[src/rtl/bustraf_pkg.sv]
package bustraf_pkg;
  localparam int ADDR_W = 4;
  localparam int BUS_W  = 32;
  localparam int NUM_EV = 4;

  typedef enum logic [ADDR_W-1:0] {
    A_CTRL    = 4'd0,
    A_EN_SET  = 4'd1,
    A_EN_CLR  = 4'd2,
    A_CYCLE   = 4'd3,
    A_SEL0    = 4'd4,
    A_SEL1    = 4'd5,
    A_SEL2    = 4'd6,
    A_SEL3    = 4'd7,
    A_CNT0    = 4'd8,
    A_CNT1    = 4'd9,
    A_CNT2    = 4'd10,
    A_CNT3_LO = 4'd11,
    A_CNT3_HI = 4'd12
  } reg_addr_e;

  localparam int CTRL_RUN    = 0;
  localparam int CTRL_EV_CLR = 1;
  localparam int CTRL_CY_CLR = 2;
  localparam int CYC_EN_BIT  = 31;
  localparam int SEL_RD      = 0;
  localparam int SEL_WR      = 1;
endpackage

[src/rtl/bustraf_regs.sv]
module bustraf_regs import bustraf_pkg::*; (
  input  logic                         clk,
  input  logic                         rst,
  input  logic                         wr_en,
  input  logic [ADDR_W-1:0]            addr,
  input  logic [BUS_W-1:0]             wdata,
  output logic                         run,
  output logic                         ev_clr,
  output logic                         cy_clr,
  output logic [NUM_EV-1:0]            en_ev,
  output logic                         en_cyc,
  output logic [NUM_EV-1:0][1:0]       sel
);
  logic [NUM_EV:0] mask_vec;
  logic [NUM_EV:0] en_vec;
  logic            wr_ctrl, wr_set, wr_clr;
  logic            unused_bits;

  assign mask_vec    = {wdata[CYC_EN_BIT], wdata[NUM_EV-1:0]};
  assign en_vec      = {en_cyc, en_ev};
  assign unused_bits = ^wdata[BUS_W-2:NUM_EV];

  assign wr_ctrl = wr_en && (addr == A_CTRL);
  assign wr_set  = wr_en && (addr == A_EN_SET);
  assign wr_clr  = wr_en && (addr == A_EN_CLR);

  // Clear requests act in the write cycle only, so they always read back as 0.
  assign ev_clr = wr_ctrl && wdata[CTRL_EV_CLR];
  assign cy_clr = wr_ctrl && wdata[CTRL_CY_CLR];

  always_ff @(posedge clk) begin
    if (rst) begin
      run <= 1'b0;
    end else if (wr_ctrl) begin
      run <= wdata[CTRL_RUN];
    end
  end

  always_ff @(posedge clk) begin
    if (rst) begin
      en_ev  <= '0;
      en_cyc <= 1'b0;
    end else if (wr_set) begin
      en_ev  <= en_ev | mask_vec[NUM_EV-1:0];
      en_cyc <= en_cyc | mask_vec[NUM_EV];
    end else if (wr_clr) begin
      en_ev  <= en_ev & ~mask_vec[NUM_EV-1:0];
      en_cyc <= en_cyc & ~mask_vec[NUM_EV];
    end
  end

  for (genvar i = 0; i < NUM_EV; i++) begin : g_sel
    always_ff @(posedge clk) begin
      if (rst) begin
        sel[i] <= 2'b00;
      end else if (wr_en && (addr == ADDR_W'(A_SEL0 + i))) begin
        sel[i] <= wdata[1:0];
      end
    end
  end

  AST_SET_ONES: assert property (@(posedge clk) disable iff (rst) wr_set |=> ((en_vec & $past(mask_vec)) == $past(mask_vec)));
  AST_CLR_ONES: assert property (@(posedge clk) disable iff (rst) wr_clr |=> ((en_vec & $past(mask_vec)) == '0));
  AST_ZERO_KEEP: assert property (@(posedge clk) disable iff (rst) (wr_set || wr_clr) |=> ((en_vec & ~$past(mask_vec)) == ($past(en_vec) & ~$past(mask_vec))));
  AST_RUN_WRITE: assert property (@(posedge clk) disable iff (rst) wr_ctrl |=> (run == $past(wdata[CTRL_RUN])));
endmodule

[src/rtl/bustraf_cnt.sv]
module bustraf_cnt #(
  parameter int W = 32
) (
  input  logic         clk,
  input  logic         rst,
  input  logic         clr,
  input  logic         cnt_en,
  input  logic [1:0]   inc,
  output logic [W-1:0] count
);
  // Wraps modulo 2**W by plain binary addition.
  always_ff @(posedge clk) begin
    if (rst || clr) begin
      count <= '0;
    end else if (cnt_en) begin
      count <= count + W'(inc);
    end
  end

  AST_CLR_ZERO: assert property (@(posedge clk) disable iff (rst) clr |=> (count == '0));
  AST_FROZEN: assert property (@(posedge clk) disable iff (rst) (!cnt_en && !clr) |=> $stable(count));
endmodule

[src/rtl/bustraf_mon.sv]
module bustraf_mon import bustraf_pkg::*; #(
  parameter int CNT_W = 32,
  parameter int EXT_W = 8
) (
  input  logic              clk,
  input  logic              rst,
  input  logic              wr_en,
  input  logic              rd_en,
  input  logic [ADDR_W-1:0] addr,
  input  logic [BUS_W-1:0]  wdata,
  output logic [BUS_W-1:0]  rdata,
  input  logic              rd_beat,
  input  logic              wr_beat
);
  localparam int WIDE_W = CNT_W + EXT_W;

  logic                         run, ev_clr, cy_clr, en_cyc;
  logic [NUM_EV-1:0]            en_ev;
  logic [NUM_EV-1:0][1:0]       sel;
  logic [NUM_EV-1:0][CNT_W-1:0] ev_lo;
  logic [EXT_W-1:0]             ev_hi;
  logic [CNT_W-1:0]             cyc_cnt;
  logic [BUS_W-1:0]             rd_mux;
  reg_addr_e                    a_dec;

  bustraf_regs u_regs (
    .clk    (clk),
    .rst    (rst),
    .wr_en  (wr_en),
    .addr   (addr),
    .wdata  (wdata),
    .run    (run),
    .ev_clr (ev_clr),
    .cy_clr (cy_clr),
    .en_ev  (en_ev),
    .en_cyc (en_cyc),
    .sel    (sel)
  );

  bustraf_cnt #(.W(CNT_W)) u_cyc (
    .clk    (clk),
    .rst    (rst),
    .clr    (cy_clr),
    .cnt_en (run && en_cyc),
    .inc    (2'd1),
    .count  (cyc_cnt)
  );

  for (genvar i = 0; i < NUM_EV; i++) begin : g_ev
    logic [1:0] inc;
    assign inc = {1'b0, rd_beat & sel[i][SEL_RD]} + {1'b0, wr_beat & sel[i][SEL_WR]};
    if (i == NUM_EV - 1) begin : g_wide
      logic [WIDE_W-1:0] c;
      bustraf_cnt #(.W(WIDE_W)) u_cnt (
        .clk    (clk),
        .rst    (rst),
        .clr    (ev_clr),
        .cnt_en (run && en_ev[i]),
        .inc    (inc),
        .count  (c)
      );
      assign ev_lo[i] = c[CNT_W-1:0];
      assign ev_hi    = c[WIDE_W-1:CNT_W];
    end else begin : g_std
      bustraf_cnt #(.W(CNT_W)) u_cnt (
        .clk    (clk),
        .rst    (rst),
        .clr    (ev_clr),
        .cnt_en (run && en_ev[i]),
        .inc    (inc),
        .count  (ev_lo[i])
      );
    end
  end

  assign a_dec = reg_addr_e'(addr);

  always_comb begin
    case (a_dec)
      A_CTRL:                      rd_mux = BUS_W'(run);
      A_EN_SET, A_EN_CLR:          rd_mux = (BUS_W'(en_cyc) << CYC_EN_BIT) | BUS_W'(en_ev);
      A_CYCLE:                     rd_mux = BUS_W'(cyc_cnt);
      A_SEL0, A_SEL1, A_SEL2, A_SEL3: rd_mux = BUS_W'(sel[addr[1:0]]);
      A_CNT0, A_CNT1, A_CNT2:      rd_mux = BUS_W'(ev_lo[addr[1:0]]);
      A_CNT3_LO:                   rd_mux = BUS_W'(ev_lo[NUM_EV-1]);
      A_CNT3_HI:                   rd_mux = BUS_W'(ev_hi);
      default:                     rd_mux = '0;
    endcase
  end

  always_ff @(posedge clk) begin
    if (rst) begin
      rdata <= '0;
    end else if (rd_en) begin
      rdata <= rd_mux;
    end
  end

  AST_UNMAPPED_ZERO: assert property (@(posedge clk) disable iff (rst) (rd_en && (addr > A_CNT3_HI)) |=> (rdata == '0));
  AST_RUN_HOLD_CYC: assert property (@(posedge clk) disable iff (rst) (!run && !cy_clr) |=> $stable(cyc_cnt));
endmodule

[config.mk]
export PLATFORM = sky130hd
export DESIGN_NAME = bustraf_mon
export DESIGN_NICKNAME = d
export VERILOG_FILES = /design/src/rtl/bustraf_pkg.sv /design/src/rtl/bustraf_regs.sv /design/src/rtl/bustraf_cnt.sv /design/src/rtl/bustraf_mon.sv
export SDC_FILE = /design/constraint.sdc
export NUM_CORES = 1
export LEC_CHECK = 0
export ABC_AREA = 1
export BUFFER_PORTS_ARGS = -buffer_cell sky130_fd_sc_hd__buf_4
export CAP_MARGIN = 40
export CORE_MARGIN = 3
export CORE_UTILIZATION = 60
export CTS_CLUSTER_DIAMETER = 80
export DETAILED_ROUTE_END_ITERATION = 8
export PLACE_DENSITY = 0.85
export SYNTH_ARGS = -nofsm -noshare
export SYNTH_HDL_FRONTEND = slang
export SYNTH_SLANG_ARGS = --single-unit
[constraint.sdc]
create_clock -name clk -period 3.3 [get_ports clk]
set_input_delay 0.66 -clock clk [delete_from_list [all_inputs] [get_ports clk]]
set_output_delay 0.66 -clock clk [all_outputs]
set_load 0.005 [all_outputs]
# After elaboration in Yosys (flattened, before gate mapping)
# Index checks and enable logic that the tools add are counted.
op_classes:
  add_sub_neg: 9
  magnitude_cmp: 1
  eq_ne: 12
  n_mux: 9
  bitwise_logic: 15
  n_reduce_logical: 21
ops:
  columns: ["cell", "n"]
  rows:
  - ["32-bit case mux with 7 select lines", 1]
  - ["32-bit by 2-bit adder with 32-bit output", 3]
  - ["32-bit binary-select mux with 2-bit select", 1]
  - ["40-bit by 2-bit adder with 40-bit output", 1]
  - ["32-bit by 1-bit adder with 32-bit output, second input constant", 1]
  - ["32-bit two-way mux", 1]
  - ["32-bit by 4-bit OR with 32-bit output", 1]
  - ["4-bit equality test, second input constant", 5]
  - ["4-bit by 3-bit equality test with 1-bit output, second input constant", 4]
  - ["1-bit logical AND", 14]
  - ["1-bit AND", 9]
  - ["1-bit by 1-bit adder with 2-bit output", 4]
  - ["4-bit by 2-bit equality test with 1-bit output, second input constant", 2]
  - ["4-bit two-way mux", 2]
  - ["4-bit AND", 1]
  - ["2-bit binary-select mux with 2-bit select", 1]
  - ["4-bit by 1-bit equality test with 1-bit output, second input constant", 1]
  - ["4-bit zero test", 1]
  - ["4-bit NOT", 1]
  - ["4-bit OR", 1]
  - ["4-bit OR reduction", 1]
  - ["2-bit by 3-bit < comparator with 1-bit output, second input constant", 1]
  - ["3-bit OR reduction", 1]
  - ["1-bit logical OR", 2]
  - ["6 further kinds", 7]
word_totals:
  reg_bits: 214
  inputBits: 42
  output_inout_bits: 32

# Longest topological paths before layout
# Gate-level depths: netlist of the first run.
logic_depth:
  ltp_word: 4
  ltp_mapped: 14
  depth_no_buf: 14

# Hierarchy
# Synthesis of the first run repeated with hierarchy kept, for this count alone.
hier_totals:
  hier_cells: 2163
  area_unflattened_um2: 13087.6
by_module_without_submodules:
  columns: ["module", "n_inst", "cells_per_inst", "area_each_um2", "seq_area_each_um2"]
  rows:
  - ["bustraf_cnt (g_ev[0].g_std.u_cnt ...)", 3, 290, 1826.8, 640.6]
  - ["bustraf_mon", 1, 544, 2887.8, 640.6]
  - ["bustraf_cnt (g_ev[3].g_wide.u_cnt)", 1, 368, 2264.7, 800.8]
  - ["bustraf_cnt (u_cyc)", 1, 288, 1813.0, 640.6]
  - ["bustraf_regs", 1, 93, 641.9, 280.3]

# Least setup slack after synthesis of the first run
# Ideal clock, no wire load.
synth_timing:
  kind: "input -> register"
  start: "input port rd_beat"
  end: "register g_ev[3].g_wide.u_cnt.count[30]"
  setup_time_ns: 0.113
  t_arrival_ns: 1.948
  slack_ns: 1.238
  stages: 12
  cell_sequence: "nand2_1 > inv_1 > fa_1 > ha_1 > nand3_1 > nor2_1 > nand3_1 > nor2_2 > nand2_1 > nand2_1 > nand2_1 > nor2_1"
synth_between:
  elab_chain_len: 3
synth_rtl:
  columns: ["item", "line_no", "text"]
  rows:
  - ["start, declared", "bustraf_mon.sv:12", "input logic rd_beat,"]
  - ["1-bit AND", "bustraf_mon.sv:51", "assign inc = {1'b0, rd_beat & sel[i][SEL_RD]} + {1'b0, wr_beat & sel[i][SEL_WR]};"]
  - ["1-bit by 1-bit adder with 2-bit output", "bustraf_mon.sv:51", null]
  - ["40-bit by 2-bit adder with 40-bit output", "bustraf_cnt.sv:16", "count <= count + W'(inc);"]
  - ["end signal, assigned", "bustraf_cnt.sv:16", null]
  - ["end, declared", "bustraf_cnt.sv:9", "output logic [W-1:0] count"]
# No other way between the ends.
# A chain may end at the register's enable or synchronous reset.

# Worst setup path after layout of the first run
layout_timing:
  start: "register u_regs.sel[2] in the netlist's numbering"
  end: "register g_ev[1].g_std.u_cnt.count[28]"
layout_between:
  elab_chain_len: 3
layout_rtl:
  columns: ["item", "line_no", "text"]
  rows:
  - ["start, declared", "bustraf_regs.sv:12", "output logic [NUM_EV-1:0][1:0] sel"]
  - ["start signal, assigned by index", "bustraf_regs.sv:57", "sel[i] <= wdata[1:0];"]
  - ["1-bit AND", "bustraf_mon.sv:51", null]
  - ["1-bit by 1-bit adder with 2-bit output", "bustraf_mon.sv:51", null]
  - ["32-bit by 2-bit adder with 32-bit output", "bustraf_cnt.sv:16", null]
  - ["end signal, assigned", "bustraf_cnt.sv:16", null]
  - ["end, declared", "bustraf_cnt.sv:9", null]
# No other way between the ends.

==> flow_metrics.tcl, run 1 <==
set metrics [dict create \
    status "finished, final reports clean" \
    die_x_microns 147 \
    finalWorstSetupSlack_ns 1.01 \
    r2r-start "u_regs.sel[2]" \
    timing.rr.end "g_ev[1].g_std.u_cnt.count[28]" \
    ys_ff_latch 214 \
    diodes 0 \
    grt_use_total_pct 32.0 \
    pwr_density_cell_nw_per_um2 417 \
    start_kind "register" \
    ys_top_cells_by_count "nand2_1, nor2_1, dfxtp_1" \
    place_congestion 0.966 \
    area_delta_synth_final_pct 10.6 \
    synth_area_sq_um 11900 \
    grt_max_degree 67 \
    arrival_ns 2.66 \
    drt_iter0_markers 1258 \
    layout.cells.non_filler 2184 \
    port_buffers 46 \
    yosysTopAreaCellShare_pct 35.9 \
    syn_inst 1871 \
    path_clk_slew_ns 0.06 \
    ant_nets 0 \
    cts_resized 0 \
    wl_per_cell_microns 16.1 \
    dp_slack_ns 0.617 \
    dieHeight_microns 147 \
    yosysTopAreaCell "dfxtp_1" \
    fmax_ghz 0.437 \
    r2r_slack_ns 1.01 \
    core-area_sq_um 19100 \
    synthTopCellsByArea "dfxtp_1, nand2_1, nor2_1" \
    endpoint_kind "register" \
    cts_root_buffer "clkbuf_16" \
    crit_type "register to register" \
    placementRows 50 \
    synth_cell_type_count 45 \
    cts_tree "done" \
    dp_hpwl_mm 26.3 \
    async_flop_share_pct 0 \
    die-area_sq_um 21600 \
    slew_viol_final 0 \
    reg2regPathDepth 12 \
    post-route-min-period_ns 2.29 \
    cp_max_fo 4 \
    dr.pass1.iters 5 \
    worst_pin_slew_ns 0.812 \
    yosysSeqAreaShare_pct 35.9 \
    cap_viol_max_count 0 \
    hold_class "primary input to register" \
    start_util_pct 62.3 \
    post_cts_buffers 0 \
    antenna_found_initial 0 \
    finalClockSkew_ns 0.0171 \
    grt_pass1_wl_mm 57.3 \
    grt_overflow 0 \
    post-synth-top-count-cell "nand2_1" \
    ys_warn_count 0 \
    final_nets 1957 \
    dr_total_vias 12500 \
    insertion_delay_ns 0.53 \
    slew_headroom_pct 45.8 \
    peakVddDrop_v 0.000320 \
    hold_depth 3 \
    viasPerCell 5.73 \
    hp-start "wdata[3]" \
    final-hold-violation-count 0 \
    required_ns 3.67 \
    post-place-cells 2140 \
    clk_path_buf_depth 3 \
    wirelength_mm 35.2 \
    ioPinCount 74 \
    cts_sinks 214 \
    cts-hold-fix-buffers 0 \
    grt_pass1_vias 11500 \
    synth-edff-count 0 \
    avgSynthCellArea_sq_um 6.38 \
    total_leakage_power_nw 5.04 \
    fin_tns_setup_ns 0 \
    syn_nets 1922 \
    drc 0 \
    numCtsBuffers 24 \
    synth_flop_cell "dfxtp_1" \
    htreeDepth 1 \
    setup_violations 0 \
    rsz0062_at_grt "false" \
    drive_gt1_share_pct 8.32 \
    final.period_utilization_pct 69.3 \
]
-- sequential cells by signal, indices dropped and copies added (netlist names), named ones only --
signal and flops:
g_ev.g_std.u_cnt.count 96, g_ev.g_wide.u_cnt.count 40, rdata 32, u_cyc.count 32, u_regs.run 1, u_regs.sel 8
-- critical path, stage by stage, from the launching register on --
cell and delay [ns]:
dfxtp_1 0.35, nand2_1 0.06, inv_1 0.07, fa_1 0.19, ha_1 0.20, nand3_1 0.12, nand2b_1 0.19, nor2_1 0.42
nand2_1 0.21, nor2_1 0.15, nand2_1 0.06, nand2_1 0.06, nor2_1 0.03
-- logic make-up after synthesis --
logic type	after synthesis	synth area share (%)
compound gates	290	13.0
flops	214	35.9
fa+ha+maj	9	1.20
simple gates	1066	38.4
buf+inv	262	9.24
xor+xnor	30	2.20
-- cell type report --
class | count | area (sq um)
clock inverter | 10 | 78.8
inverter | 218 | 827
timing repair buffer | 53 | 418
fill | 1732 | 5950
clock buffer | 34 | 709
multi-input combinational | 1395 | 6550
sequential | 214 | 4280
tap | 260 | 325
-- worst max-delay path by stage --
stage                  startpoint                              to  slack (ns)  depth (start not counted)
floorplan                 rd_beat  g_ev[3].g_wide.u_cnt.count[30]        1.24                         12
global placement              rst   g_ev[0].g_std.u_cnt.count[12]        0.67                          7
detailed placement            rst   g_ev[0].g_std.u_cnt.count[18]        0.62                          7
CTS                 u_regs.sel[2]   g_ev[1].g_std.u_cnt.count[28]        1.07                         12
global route        u_regs.sel[6]  g_ev[3].g_wide.u_cnt.count[26]        0.80                         11
finish              u_regs.sel[2]   g_ev[1].g_std.u_cnt.count[28]        1.01                         12
-- cell usage in the layout (no fill, tap or decap), types with 11 or more instances in the layout --
master and instances:
o21ai_1 11, nor2_1 257, nor3_1 51, nand4_1 30, nand2_1 543, xnor2_1 11, a21oi_1 143, buf_4 52
nand3_1 123, inv_2 11, dfxtp_1 214, o21ai_0 89, o22ai_1 11, inv_1 204, clkbuf_16 25, nor2_2 18
o211ai_1 13, xor2_1 19
-- power breakdown --
part | internal (W) | switching (W) | leakage (nW)
combinational | 0.0000541 | 0.000166 | 2.91
sequential | 0.00259 | 0.00000478 | 1.72
clock | 0.00157 | 0.00112 | 0.398
total | 0.00422 | 0.00129 | 5.03
-- stage by stage --
step / utilization, % / instance area (sq um) / hold WS [ns] / total power (W)
after floorplan: - / 11900 / 0.437 / 0.00280
after detailed placement: 64.8 / 12400 / 0.458 / 0.00286
after global placement: 64.6 / 12400 / 0.446 / 0.00286
after CTS: 68.9 / 13200 / 0.415 / 0.00552
final: 68.9 / 13200 / 0.427 / 0.00550
after global routing: 68.9 / 13200 / 0.434 / 0.00564
-- metal layers --
metal | vias to the layer above | GRT usage (%) | wire length (microns)
met5 | - | 0 | 0
met4 | 0 | 13.6 | 1620
met3 | 98 | 3.39 | 2860
met2 | 547 | 50.2 | 15300
met1 | 5780 | 45.2 | 15400
li1 | 6086 | - | -
(Power assumes the default switching activity.)
==> run 2: changes to the inputs <==
--- a/config.mk
+++ b/config.mk
@@ -9,10 +9,10 @@
 export BUFFER_PORTS_ARGS = -buffer_cell sky130_fd_sc_hd__buf_4
 export CAP_MARGIN = 40
 export CORE_MARGIN = 3
-export CORE_UTILIZATION = 60
+export CORE_UTILIZATION = 56
 export CTS_CLUSTER_DIAMETER = 80
 export DETAILED_ROUTE_END_ITERATION = 8
-export PLACE_DENSITY = 0.85
+export PLACE_DENSITY = 0.83
 export SYNTH_ARGS = -nofsm -noshare
 export SYNTH_HDL_FRONTEND = slang
 export SYNTH_SLANG_ARGS = --single-unit
==> constraint.sdc (replaced) <==
create_clock -name clk -period 2.1 [get_ports clk]
set_input_delay 0.42 -clock clk [delete_from_list [all_inputs] [get_ports clk]]
set_output_delay 0.42 -clock clk [all_outputs]
set_load 0.005 [all_outputs]
==> flow_metrics.tcl, run 2 (same netlist as run 1, synthesis figures left out) <==
set metrics [dict create \
    final_common_cell "nand2_1" \
    core-area_sq_um 20600 \
    power_w 0.00850 \
    cts_root_buffer "clkbuf_16" \
    worst_pin_slew_ns 0.528 \
    cts_sinks 214 \
    cts-hold-fix-buffers 0 \
    placementRows 52 \
    antenna_found_initial 0 \
    total_leakage_power_nw 5.24 \
    slew_viol_final 0 \
    grt_overflow 0 \
    start_util_pct 58.0 \
    crit_type "register to register" \
    grt_max_degree 71 \
    fin_tns_setup_ns 0 \
    insertion_delay_ns 0.52 \
    numCtsBuffers 24 \
    viasPerCell 5.64 \
    htreeDepth 1 \
    fill_cells 1851 \
    slew_headroom_pct 64.7 \
    peakVddDrop_v 0.000408 \
    drt_iter0_markers 1437 \
    fin_area_sq_um 13600 \
    cap_viol_max_count 0 \
    dp_hpwl_mm 27.2 \
    fmax_ghz 0.511 \
    start_kind "register" \
    pwr_density_cell_nw_per_um2 624 \
    die_x_microns 152 \
    dr.pass1.iters 6 \
    final_nets 1997 \
    grt_pass1_vias 11500 \
    drc 0 \
    dp_slack_ns -0.250 \
    diodes 0 \
    port_buffers 46 \
    grt_use_total_pct 30.0 \
    cts_tree "done" \
    grt_pass1_wl_mm 58.3 \
    final_cell_mix "nand2_1, nor2_1, dfxtp_1, inv_1, a21oi_1" \
    largest_register "g_ev.g_std.u_cnt.count" \
    ioPinCount 74 \
    wirelength_mm 35.8 \
    drive_gt1_share_pct 11.0 \
    place_congestion 1.00 \
    final.period_utilization_pct 93.2 \
    endpoint_kind "register" \
    finalWorstSetupSlack_ns 0.143 \
    status "finished, final reports clean" \
    required_ns 2.50 \
    hold_class "primary input to register" \
    hold_ws_ns 0.102 \
    dpl-instance-area_sq_um 12800 \
    largest_reg_flops 96 \
    final-hold-violation-count 0 \
    finalClockSkew_ns 0.0170 \
    setup_violations 0 \
    post-route-min-period_ns 1.96 \
    path_clk_slew_ns 0.06 \
    reg.largest.list "g_ev.g_std.u_cnt.count (96), g_ev.g_wide.u_cnt.count (40)" \
    dr_total_vias 12600 \
    die-area_sq_um 23100 \
    cp_max_fo 3 \
    wl_per_cell_microns 16.0 \
    ant_nets 0 \
    arrival_ns 2.36 \
    dieHeight_microns 152 \
    clk_path_buf_depth 3 \
    area_delta_synth_final_pct 14.2 \
]
## run 2: cell types whose count changed in the layout (fill, tap and decap cells not counted), sizes merged
cell	delta
clkinv	-4
buf	+40
bufinv	-1
clkinvlp	+1
clkbuf	+4
## run 2: layout make-up
type                       count  area (sq um)  share of cell area [%]
clock buffer                  38           724                    5.32
sequential                   214          4290                    31.5
tap                          270           338                    2.48
clock inverter                 6          32.5                   0.239
timing repair buffer          93           761                    5.58
inverter                     218           827                    6.07
multi-input combinational   1395          6660                    48.9
## run 2: worst paths after layout
path / startpoint / slack [ns] / end / cells past startpoint
max: u_regs.sel[6] / 0.14 / g_ev[3].g_wide.u_cnt.count[33] / 12
max reg2reg: u_regs.sel[6] / 0.14 / g_ev[3].g_wide.u_cnt.count[33] / 12
min reg2reg: rdata[12] / 0.47 / rdata[12] / 2
min: rst / 0.10 / u_regs.sel[6] / 2
## run 2: critical path, stage by stage, from the launching register on
cell	delay, ns
dfxtp_1	0.34
nand2_1	0.06
inv_1	0.09
fa_2	0.23
nand3_1	0.17
nor2_2	0.19
nand3_1	0.14
inv_1	0.15
nand3_1	0.14
nor2_1	0.16
nand2_1	0.07
nand2_1	0.06
nor2_1	0.04
## run 2: metal layers
layer	up-vias	track usage [%]	share of wire, %
met5	-	0	0
met4	0	9.72	3.3
met3	90	4.64	9.3
met2	621	46.9	43
met1	5714	42.6	44
li1	6169	-	-
## run 2: what timing repair did
action                                  in CTS  in global routing
gates resized for setup                      1                 29
pin swaps                                    0                  7
setup buffers                                0                  1
endpoints found under the setup margin       4                 26
## run 2: power breakdown
| group | total (W) | switching (W) | internal, W |
|---|---|---|---|
| Combinational | 0.000384 | 0.000266 | 0.000117 |
| Sequential | 0.00407 | 0.00000596 | 0.00407 |
| Clock | 0.00405 | 0.00169 | 0.00236 |
| Total | 0.00850 | 0.00196 | 0.00654 |
## run 2: per-stage QoR
stage / util (%) / std cells
after global routing: 66.3 / 2234
after detailed placement: 62.0 / 2189
final: 66.3 / 2234
after CTS: 65.7 / 2233
after global placement: 62.0 / 2189
after floorplan: - / 1871
